$ cat src/rtl/eia_pkg.sv
package eia_pkg;

   localparam int TYPE_W = 32;

   typedef enum logic [7:0] {
      ACT_BEGIN    = 8'h00,
      ACT_TRIG_PTR = 8'h01,
      ACT_SET_TYPE = 8'h02,
      ACT_GET_CAPS = 8'h03,
      ACT_END      = 8'h04,
      ACT_EXEC     = 8'h05,
      ACT_BUSY     = 8'h06,
      ACT_STATUS   = 8'h07,
      ACT_SET_TADR = 8'h08,
      ACT_TIMING   = 8'h09
   } eia_act_e;

   typedef enum logic [1:0] {
      ST_OK      = 2'd0,
      ST_UNKNOWN = 2'd1,
      ST_BADACC  = 2'd2
   } eia_stat_e;

   typedef struct packed {
      logic open_s;
      logic close_s;
      logic set_plain;
      logic set_tadr;
      logic exec_s;
      logic q_trig;
      logic q_caps;
      logic q_busy;
      logic q_stat;
      logic q_time;
   } eia_strb_t;

endpackage

$ cat src/rtl/eia_decode.sv
module eia_decode
   import eia_pkg::*;
(
   input  logic       act_valid,
   input  logic [7:0] act_code,
   output eia_strb_t  strb
);

   always_comb begin
      strb = '0;
      if (act_valid) begin
         case (act_code)
            ACT_BEGIN:    strb.open_s    = 1'b1;
            ACT_END:      strb.close_s   = 1'b1;
            ACT_SET_TYPE: strb.set_plain = 1'b1;
            ACT_SET_TADR: strb.set_tadr  = 1'b1;
            ACT_EXEC:     strb.exec_s    = 1'b1;
            ACT_TRIG_PTR: strb.q_trig    = 1'b1;
            ACT_GET_CAPS: strb.q_caps    = 1'b1;
            ACT_BUSY:     strb.q_busy    = 1'b1;
            ACT_STATUS:   strb.q_stat    = 1'b1;
            ACT_TIMING:   strb.q_time    = 1'b1;
            default:      strb = '0;
         endcase
      end
   end

endmodule

$ cat src/rtl/eia_stage.sv
module eia_stage
   import eia_pkg::*;
#(
   parameter int ADDR_W = 48
) (
   input  logic              clk,
   input  logic              rst_n,
   input  logic              set_plain,
   input  logic              set_tadr,
   input  logic              close_s,
   input  logic              exec_go,
   input  logic [TYPE_W-1:0] wdata,
   input  logic [ADDR_W-1:0] addr_in,
   input  logic              addr_ok,
   output logic [TYPE_W-1:0] eff_type,
   output logic [ADDR_W-1:0] tgt_addr,
   output logic              tgt_vld
);

   logic [TYPE_W-1:0] plain_q;
   logic [TYPE_W-1:0] tadr_q;
   logic [ADDR_W-1:0] addr_q;
   logic              vld_q;

   always_ff @(posedge clk) begin
      if (!rst_n) begin
         plain_q <= '0;
         tadr_q  <= '0;
         addr_q  <= '0;
         vld_q   <= 1'b0;
      end else if (exec_go || close_s) begin
         plain_q <= '0;
         tadr_q  <= '0;
         vld_q   <= 1'b0;
      end else begin
         if (set_plain) plain_q <= wdata;
         if (set_tadr) begin
            tadr_q <= wdata;
            addr_q <= addr_in;
            vld_q  <= addr_ok;
         end
      end
   end

   // address-qualified type wins whenever it is non-zero
   assign eff_type = (tadr_q != '0) ? tadr_q : plain_q;
   assign tgt_addr = addr_q;
   assign tgt_vld  = vld_q;


   consume_clear_chk: assert property (@(posedge clk) disable iff (!rst_n)
      exec_go |=> (plain_q == '0 && tadr_q == '0 && !vld_q));

endmodule

$ cat src/rtl/eia_seq.sv
module eia_seq
   import eia_pkg::*;
#(
   parameter int              ADDR_W   = 48,
   parameter int              BUSY_CYC = 16,
   parameter logic [TYPE_W-1:0] CAPS   = 32'h0000_0FFF
) (
   input  logic              clk,
   input  logic              rst_n,
   input  logic              open_s,
   input  logic              close_s,
   input  logic              exec_s,
   input  logic [TYPE_W-1:0] eff_type,
   input  logic [ADDR_W-1:0] tgt_addr,
   input  logic              tgt_vld,
   output logic              exec_go,
   output logic              busy,
   output eia_stat_e         status,
   output logic              inj_pulse,
   output logic [TYPE_W-1:0] inj_class,
   output logic [ADDR_W-1:0] inj_addr,
   output logic              inj_addr_vld
);

   logic              session_q;
   logic              busy_q;
   logic              last_cyc;
   eia_stat_e         status_q;
   eia_stat_e         verdict;
   logic [TYPE_W-1:0] cls_q;
   logic [ADDR_W-1:0] adr_q;
   logic              avld_q;

   assign exec_go = exec_s && !busy_q;

   always_comb begin
      if (!session_q)                    verdict = ST_BADACC;
      else if ((eff_type & ~CAPS) != '0) verdict = ST_BADACC;
      else if ($countones(eff_type) != 1) verdict = ST_UNKNOWN;
      else                               verdict = ST_OK;
   end

   generate
      if (BUSY_CYC == 1) begin : g_single
         assign last_cyc = busy_q;
      end else begin : g_count
         localparam int CNT_W = $clog2(BUSY_CYC);
         logic [CNT_W-1:0] cnt_q;
         always_ff @(posedge clk) begin
            if (!rst_n)               cnt_q <= '0;
            else if (exec_go)         cnt_q <= CNT_W'(BUSY_CYC - 1);
            else if (busy_q && cnt_q != '0) cnt_q <= cnt_q - 1'b1;
         end
         assign last_cyc = busy_q && (cnt_q == '0);
      end
   endgenerate

   always_ff @(posedge clk) begin
      if (!rst_n) begin
         session_q <= 1'b0;
         busy_q    <= 1'b0;
         status_q  <= ST_OK;
         cls_q     <= '0;
         adr_q     <= '0;
         avld_q    <= 1'b0;
      end else begin
         if (open_s)       session_q <= 1'b1;
         else if (close_s) session_q <= 1'b0;
         if (exec_go) begin
            busy_q   <= 1'b1;
            status_q <= verdict;
            cls_q    <= eff_type;
            adr_q    <= tgt_addr;
            avld_q   <= tgt_vld;
         end else if (last_cyc) begin
            busy_q <= 1'b0;
         end
      end
   end

   assign busy         = busy_q;
   assign status       = status_q;
   assign inj_pulse    = last_cyc && (status_q == ST_OK);
   assign inj_class    = cls_q;
   assign inj_addr     = adr_q;
   assign inj_addr_vld = avld_q;


   busy_start_chk: assert property (@(posedge clk) disable iff (!rst_n)
      $rose(busy_q) |-> $past(exec_s));


   pulse_last_chk: assert property (@(posedge clk) disable iff (!rst_n)
      inj_pulse |=> !busy_q);


   exec_ignore_chk: assert property (@(posedge clk) disable iff (!rst_n)
      (busy_q && exec_s) |=> ($stable(status_q) && $stable(cls_q)));


   pulse_onehot_chk: assert property (@(posedge clk) disable iff (!rst_n)
      inj_pulse |-> ($countones(inj_class) == 1));


   pulse_caps_chk: assert property (@(posedge clk) disable iff (!rst_n)
      inj_pulse |-> ((inj_class & ~CAPS) == '0));

endmodule

$ cat src/rtl/errinj_action_ctrl.sv
module errinj_action_ctrl
   import eia_pkg::*;
#(
   parameter int                ADDR_W   = 48,
   parameter int                BUSY_CYC = 16,
   parameter logic [TYPE_W-1:0] CAPS     = 32'h0000_0FFF,
   parameter logic [31:0]       NOM_US   = 32'd25,
   parameter logic [31:0]       MAX_US   = 32'd200,
   parameter logic [63:0]       TRIG_PTR = 64'h0000_0000_8000_1000
) (
   input  logic              clk,
   input  logic              rst_n,
   input  logic              act_valid,
   input  logic [7:0]        act_code,
   input  logic [31:0]       act_wdata,
   input  logic [ADDR_W-1:0] act_addr,
   input  logic              act_addr_ok,
   output logic              rsp_valid,
   output logic [63:0]       rsp_data,
   output logic              inj_pulse,
   output logic [31:0]       inj_class,
   output logic [ADDR_W-1:0] inj_addr,
   output logic              inj_addr_vld
);

   generate
      if (BUSY_CYC < 1) begin : g_bad_busy
         $error("BUSY_CYC must be at least 1");
      end
      if (ADDR_W < 1 || ADDR_W > 64) begin : g_bad_addr
         $error("ADDR_W must lie in 1..64");
      end
   endgenerate

   eia_strb_t         strb;
   logic              exec_go;
   logic              busy;
   eia_stat_e         status;
   logic [TYPE_W-1:0] eff_type;
   logic [ADDR_W-1:0] tgt_addr;
   logic              tgt_vld;
   logic [63:0]       rsp_next;
   logic              rsp_valid_q;
   logic [63:0]       rsp_data_q;

   eia_decode i_decode (
      .act_valid (act_valid),
      .act_code  (act_code),
      .strb      (strb)
   );

   eia_stage #(.ADDR_W(ADDR_W)) i_stage (
      .clk       (clk),
      .rst_n     (rst_n),
      .set_plain (strb.set_plain),
      .set_tadr  (strb.set_tadr),
      .close_s   (strb.close_s),
      .exec_go   (exec_go),
      .wdata     (act_wdata),
      .addr_in   (act_addr),
      .addr_ok   (act_addr_ok),
      .eff_type  (eff_type),
      .tgt_addr  (tgt_addr),
      .tgt_vld   (tgt_vld)
   );

   eia_seq #(.ADDR_W(ADDR_W), .BUSY_CYC(BUSY_CYC), .CAPS(CAPS)) i_seq (
      .clk          (clk),
      .rst_n        (rst_n),
      .open_s       (strb.open_s),
      .close_s      (strb.close_s),
      .exec_s       (strb.exec_s),
      .eff_type     (eff_type),
      .tgt_addr     (tgt_addr),
      .tgt_vld      (tgt_vld),
      .exec_go      (exec_go),
      .busy         (busy),
      .status       (status),
      .inj_pulse    (inj_pulse),
      .inj_class    (inj_class),
      .inj_addr     (inj_addr),
      .inj_addr_vld (inj_addr_vld)
   );

   always_comb begin
      rsp_next = '0;
      if (strb.q_trig)      rsp_next = TRIG_PTR;
      else if (strb.q_caps) rsp_next = {32'd0, CAPS};
      else if (strb.q_busy) rsp_next = {63'd0, busy};
      else if (strb.q_stat) rsp_next = {62'd0, status};
      else if (strb.q_time) rsp_next = {MAX_US, NOM_US};
   end

   always_ff @(posedge clk) begin
      if (!rst_n) begin
         rsp_valid_q <= 1'b0;
         rsp_data_q  <= '0;
      end else begin
         rsp_valid_q <= act_valid;
         rsp_data_q  <= rsp_next;
      end
   end

   assign rsp_valid = rsp_valid_q;
   assign rsp_data  = rsp_data_q;


   rsp_follow_chk: assert property (@(posedge clk) disable iff (!rst_n)
      act_valid |=> rsp_valid);


   unknown_zero_chk: assert property (@(posedge clk) disable iff (!rst_n)
      (act_valid && act_code > 8'h09) |=> (rsp_data == '0));

endmodule

$ cat config.mk
export PLATFORM = sky130hd
export DESIGN_NAME = errinj_action_ctrl
export DESIGN_NICKNAME = d
export VERILOG_FILES = /design/src/rtl/eia_pkg.sv /design/src/rtl/eia_decode.sv /design/src/rtl/eia_stage.sv /design/src/rtl/eia_seq.sv /design/src/rtl/errinj_action_ctrl.sv
export SDC_FILE = /design/constraint.sdc
export NUM_CORES = 1
export LEC_CHECK = 0
export BUFFER_PORTS_ARGS = -buffer_cell sky130_fd_sc_hd__buf_2
export CAP_MARGIN = 25
export CORE_ASPECT_RATIO = 2
export CORE_UTILIZATION = 50
export DETAILED_ROUTE_END_ITERATION = 12
export GPL_TIMING_DRIVEN = 0
export PLACE_DENSITY = 0.87
export REMOVE_ABC_BUFFERS = 1
export SYNTH_ARGS = -nofsm -noshare
export SYNTH_HDL_FRONTEND = slang
export SYNTH_SLANG_ARGS = --single-unit
$ cat constraint.sdc
create_clock -name clk -period 12.45 [get_ports clk]
set_input_delay 1.245 -clock clk [delete_from_list [all_inputs] [get_ports clk]]
set_output_delay 1.245 -clock clk [all_outputs]
set_load 0.03 [all_outputs]
# Yosys cells after proc, flatten, opt, wreduce, memory -nomap -nowiden
# Cells that the tools add are included.
# classes
addsub,32
eq_ne,10
muxes,26
bitwise_logic,2
n_reduce_logical,19
# ops
op,count
$add 32x32->32,15
$mux 32,5
$reduce_bool 32->1,2
$mux 40,1
$add 1x1->2,16
$eq 8x3->1 const B,4
$ne 32x2->1 const B,1
$eq 8x2->1 const B,2
$eq 8x4->1 const B,2
$mux 1,15
$mux 10,1
$eq 8x1->1 const B,1
$logic_not 8->1,1
$mux 4,2
$reduce_bool 2->1,3
$reduce_or 5->1,1
$logic_and 1x1->1,4
$logic_not 4->1,1
$mux 2,2
$reduce_bool 4->1,1
$reduce_or 2->1,2
$sub 4x1->4 const B,1
$logic_not 2->1,1
$not 1->1,2
3 further kinds,3
# totals
register_bits,243
inputBits,92
out_inout_bits,147

# Depth between registers and ports, before layout
# depth
word_depth,11
depth_mapped,22

# Modules after synthesis
# From an unflattened synthesis, not the netlist that was laid out.
# unflattened
hier_cells,1108
hier_area_um2,9564.2
# modules_own_cells
mod,instances,cells_each,area_each_um2,seq_area_each_um2
eia_stage,1,533,4804.6,2262.2
eia_seq,1,474,3928.8,1781.7
errinj_action_ctrl,1,80,678.2,140.1
eia_decode,1,21,152.6,0.0

# Least setup slack after synthesis
# OpenSTA, ideal clock, no wires.
# synth_timing
kind,register to register
startpoint,register i_stage.tadr_q[15]
endpoint,"register i_seq.status_q[0], in the netlist i_seq.status[0]"
setup_time_ns,0.123
arrival_time_ns,5.235
required_ns,12.327
slack_ns,7.092
stages_incl_launch_ff,22
n_path_buf,1
synth_period_minus_slack_ns,5.358
path_cell_list,dfxtp_1 -> nor4_1 -> nand4_1 -> nor2_1 -> buf_2 -> a21o_1 -> ha_1 -> inv_1 -> fa_1 -> inv_1 -> fa_1 -> inv_1 -> fa_1 -> fa_1 -> fa_1 -> inv_1 -> ha_1 -> inv_1 -> fa_1 -> nand4bb_1 -> nor4_1 -> o21ai_1
# synth_between
elab_chain_len,11
elab_cells_between_ends,38
# synth_rtl
element,line,source
start: declaration,eia_stage.sv:21,logic [TYPE_W-1:0] tadr_q;
start signal: assignment,eia_stage.sv:38,tadr_q <= wdata;
$reduce_bool 32->1,eia_stage.sv:46,assign eff_type = (tadr_q != '0) ? tadr_q : plain_q;
$mux 32 *,eia_stage.sv:46,
via eff_type[15],errinj_action_ctrl.sv:39,logic [TYPE_W-1:0] eff_type;
$add 1x1->2 (implied by the code),eia_seq.sv:39,else if ($countones(eff_type) != 1) verdict = ST_UNKNOWN;
$add 32x32->32 (implied by the code) (4 in a row),eia_seq.sv:39,
$ne 32x2->1,eia_seq.sv:39,
$mux 1,eia_seq.sv:39,
$mux 2 *,eia_seq.sv:38,else if ((eff_type & ~CAPS) != '0) verdict = ST_BADACC;
$mux 2 *,eia_seq.sv:37,if (!session_q) verdict = ST_BADACC;
end signal: assignment,eia_seq.sv:71,status_q <= verdict;
end: declaration,eia_seq.sv:28,eia_stat_e status_q;
# Mark *: on every way through the listed nets, which the timed path passes. The rest lies on a longest branch.
# A chain may end at the register's enable or synchronous reset.

# Final worst setup path
# layout_timing
startpoint,register i_stage.tadr_q[2]
endpoint,"register i_seq.status_q[0], in the netlist i_seq.status[0]"
# layout_between
elab_chain_len,11
elab_cells_between_ends,38
# layout_rtl
element,line
$reduce_bool 32->1,eia_stage.sv:46
$mux 32 *,eia_stage.sv:46
$add 1x1->2 (implied by the code),eia_seq.sv:39
$add 32x32->32 (implied by the code) (4 in a row),eia_seq.sv:39
$ne 32x2->1,eia_seq.sv:39
$mux 1,eia_seq.sv:39
$mux 2 *,eia_seq.sv:38
$mux 2 *,eia_seq.sv:37
# Mark *: on every way between the ends. The rest lies on a longest branch, timed or not.

==> results.sh <==
export IMPL_outcome="complete, no violations"
export IMPL_r2r_start="i_stage.tadr_q[2]"
export IMPL_power_switching_mw=0.302
export IMPL_cts_made_buffers=19
export IMPL_gp_congestion=0.844
export IMPL_leakagePower_nw=4.99
export IMPL_min_path_cells=2
export IMPL_crit_arrival_ns=6.93
export IMPL_worst_r2r_path_depth=19
export IMPL_power_share_switching_pct=22.5
export IMPL_tightest_slew_ns=0.926
export IMPL_cts_resized=0
export IMPL_drive_gt1_share_pct=19.8
export IMPL_required_ns=12.81
export IMPL_final_cells=1551
export IMPL_start_util_pct=50.7
export IMPL_final_util_pct=59.1
export IMPL_synthCells=1134
export IMPL_place_inst=1516
export IMPL_grt_max_degree=78
export IMPL_crit_type="reg -> reg"
export IMPL_clk_pin_slew_worst_paths_ns=0.07
export IMPL_crit_path_max_incr_delay_ns=0.59
export IMPL_ys_seq_area_share_pct=42.8
export IMPL_cellPowerDensity_nw_per_um2=118
export IMPL_peakVddDrop_mv=0.0857
export IMPL_wl_mm=25.3
export IMPL_antenna_left=0
export IMPL_grt_pass1_wl_mm=39.1
export IMPL_hp_start="i_stage.tgt_addr[22]"
export IMPL_clkPwrFrac_pct=45.3
export IMPL_via_per_inst=5.42
export IMPL_r2r_end="i_seq.status[0]"
export IMPL_min_period_ns=6.56
export IMPL_clock_path_buffers=3
export IMPL_syn_to_final_growth_pct=16.7
export IMPL_synth_top_area_share_pct=42.8
export IMPL_path_buf_inv=4
export IMPL_track_usage_pct=24.6
export IMPL_cp_cell_sequence="nor4_1 > nand4_1 > nor2_4 > buf_16 > a21oi_1 > ha_1 > inv_1 > fa_1 > fa_1 > fa_1 > fa_1 > fa_1 > inv_1 > ha_1 > inv_1 > fa_1 > nand4bb_1 > nor4_1 > o21ai_1"
export IMPL_netlist_area_um2=9770
export IMPL_io_pins=239
export IMPL_post_cts_buffers=0
export IMPL_p_int_mw=1.04
export IMPL_critPathMostFrequentCell="fa_1"
export IMPL_power_mw=1.34
export IMPL_wire_per_inst_um=16.3
export IMPL_synth_area_leaders="dfxtp_1, nand2_1, a21oi_1"
export IMPL_io_buffer_count=191
export IMPL_worstHoldEndpoint="i_seq.inj_addr[22]"
export IMPL_die_area_um2=20100
export IMPL_num_rows=72
export IMPL_hold_class="reg -> reg"
export IMPL_slowest_stage="fa_1"
export IMPL_drc=0
export IMPL_combPwrFrac_pct=4.9
export IMPL_fmax_mhz=152
export IMPL_hold_viol=0
export IMPL_path_max_fanout=28
export IMPL_core_area_um2=19300
export IMPL_first_iter_violations=386
export IMPL_finalCritPeriodShare_pct=52.7
export IMPL_relSlewSlack_pct=38.3
export IMPL_synth_distinct_cells=47
export IMPL_grt_pass1_vias=8183
export IMPL_maxCapViolCount=0
export IMPL_r2r_slack_ns=5.89
export IMPL_rsz0062_at_grt="false"
export IMPL_antenna_found_initial=2
export IMPL_final_max_slew_viol_count=0
export IMPL_worstSetupEndpointType="flip-flop"
export IMPL_vias=8410
export IMPL_insertion_delay_ns=0.50
export IMPL_finalSetupViolCount=0
export IMPL_clock_sinks=209
export IMPL_pwr_share_seq_pct=49.9
export IMPL_die_y_um=200
export IMPL_synth_top_area_cell="dfxtp_1"
export IMPL_syn_area_per_cell_um2=8.62
export IMPL_cts_tree="yes"
export IMPL_crit_path_start="i_stage.tadr_q[2]"
export IMPL_die_w_um=101
export IMPL_final_nets=1433
export IMPL_overflow=0
export IMPL_root_buffer="clkbuf_16"
export IMPL_start_kind="flip-flop"
export IMPL_cp_top_family="adder cells"
export IMPL_fin_skew_ns=0.0176
export IMPL_cts_hold_buf=0
export IMPL_setup_tns_ns=0
export IMPL_hpwl_mm=17.9
export IMPL_htreeDepth=1
export IMPL_synth_seq_cells=209
export IMPL_first_pass_iters=5
export IMPL_yosysWarnings=0
-- cell families (layout without fill, tap and decap cells) --
family	after synthesis	in the layout	synth area share [%]
flops	209	209	42.8
fa+ha+maj	62	62	9.94
compound gates	262	262	16.9
mux	34	34	3.64
xor+xnor	3	3	0.269
other cells	1	49	0.0384
buf+inv	176	286	9.72
simple gates	387	387	16.7
-- worst max path at each step --
stage,end,cells after the start
4_1_cts,i_seq.status[0],19
5_1_grt,i_seq.status[0],19
6_report,i_seq.status[0],19
3_5_place_dp,i_seq.status[0],19
3_3_place_gp,i_seq.status[0],18
2_1_floorplan,i_seq.status[0],18
-- routing by layer --
| layer | wire, µm | track usage (%) |
|---|---|---|
| met1 | 8780 | 23.6 |
| met2 | 13900 | 48.3 |
| met3 | 1210 | 3.36 |
| met4 | 1350 | 14.3 |
| met5 | 0 | 0 |
-- worst register-to-register path, cell delays in order (launching register included) --
cell       delay (ns)
dfxtp_1          0.34
nor4_1           0.45
nand4_1          0.40
nor2_4           0.58
buf_16           0.25
a21oi_1          0.10
ha_1             0.30
inv_1            0.06
fa_1             0.59
fa_1             0.46
fa_1             0.46
fa_1             0.52
fa_1             0.49
inv_1            0.07
ha_1             0.18
inv_1            0.06
fa_1             0.48
nand4bb_1        0.12
nor4_1           0.39
o21ai_1          0.13
-- cells in the final DEF, fill, tap and decap left out, drive strengths merged, types with 5 or more instances in the layout --
master,instances
nor3,7
a21o,32
mux2,12
fa,26
clkbuf,26
a21boi,50
dfxtp,209
a22o,11
nor4,12
nand2,330
ha,36
nand4,7
conb,47
mux2i,22
o2bb2ai,21
nor2,8
buf,207
a21oi,139
inv,47
nor2b,5
-- cell usage after synthesis, drive strengths merged --
cell type,instances
nand3,2
mux2,12
nand4b,1
o21ai,3
nor3,7
xor2,1
or2,1
nand4bb,1
o22ai,2
fa,26
a21boi,50
clkbuf,37
conb,1
o2bb2ai,21
a21oi,139
nor2,8
nor4b,2
a31oi,2
buf,93
and4,4
nand2,330
inv,46
and2,1
a211oi,1
nand2b,4
dfxtp,209
nor3b,1
xnor2,2
nand4,7
mux2i,22
nor4,12
a22o,11
ha,36
a41o,1
a21o,32
or4,1
nor2b,5
-- registers in the layout, indices dropped and copies added (netlist names), 2 cells and up --
name / cells
i_stage.tgt_addr: 48
i_seq.inj_addr: 48
i_seq.g_count.cnt_q: 4
i_stage.plain_q: 32
i_stage.tadr_q: 32
rsp_data: 6
i_seq.inj_class: 32
i_seq.status: 2
-- final cells by class --
type,instances,area (µm²)
Timing Repair Buffer,208,1240
Sequential cell,209,4180
Antenna cell,2,5.00
Multi-Input combinational cell,795,4830
Inverter,46,175
Fill cell,1642,7880
Clock inverter,7,97.6
Clock buffer,25,548
Tap cell,259,324
-- power groups by stage --
| stage | combinational [mW] | clock [mW] | sequential (mW) |
|---|---|---|---|
| 6_report | 0.0653 | 0.607 | 0.669 |
| 5_1_grt | 0.0695 | 0.638 | 0.669 |
| 4_1_cts | 0.0642 | 0.614 | 0.669 |
| 3_5_place_dp | 0.0638 | 0 | 0.685 |
| 3_3_place_gp | 0.0604 | 0 | 0.685 |
| 2_1_floorplan | 0.0335 | 0 | 0.685 |
-- per-stage QoR --
stage / cell area [µm²] / hold WS [ns] / setup WS (ns)
finish: 11400 / 0.448 / 5.89
global route: 11400 / 0.467 / 5.59
CTS: 11400 / 0.452 / 5.89
global placement: 10400 / 0.434 / 4.07
detailed placement: 10700 / 0.443 / 5.89
floorplan: 9170 / 0.431 / 5.79
Note: power is estimated with default switching activity, not from simulation.
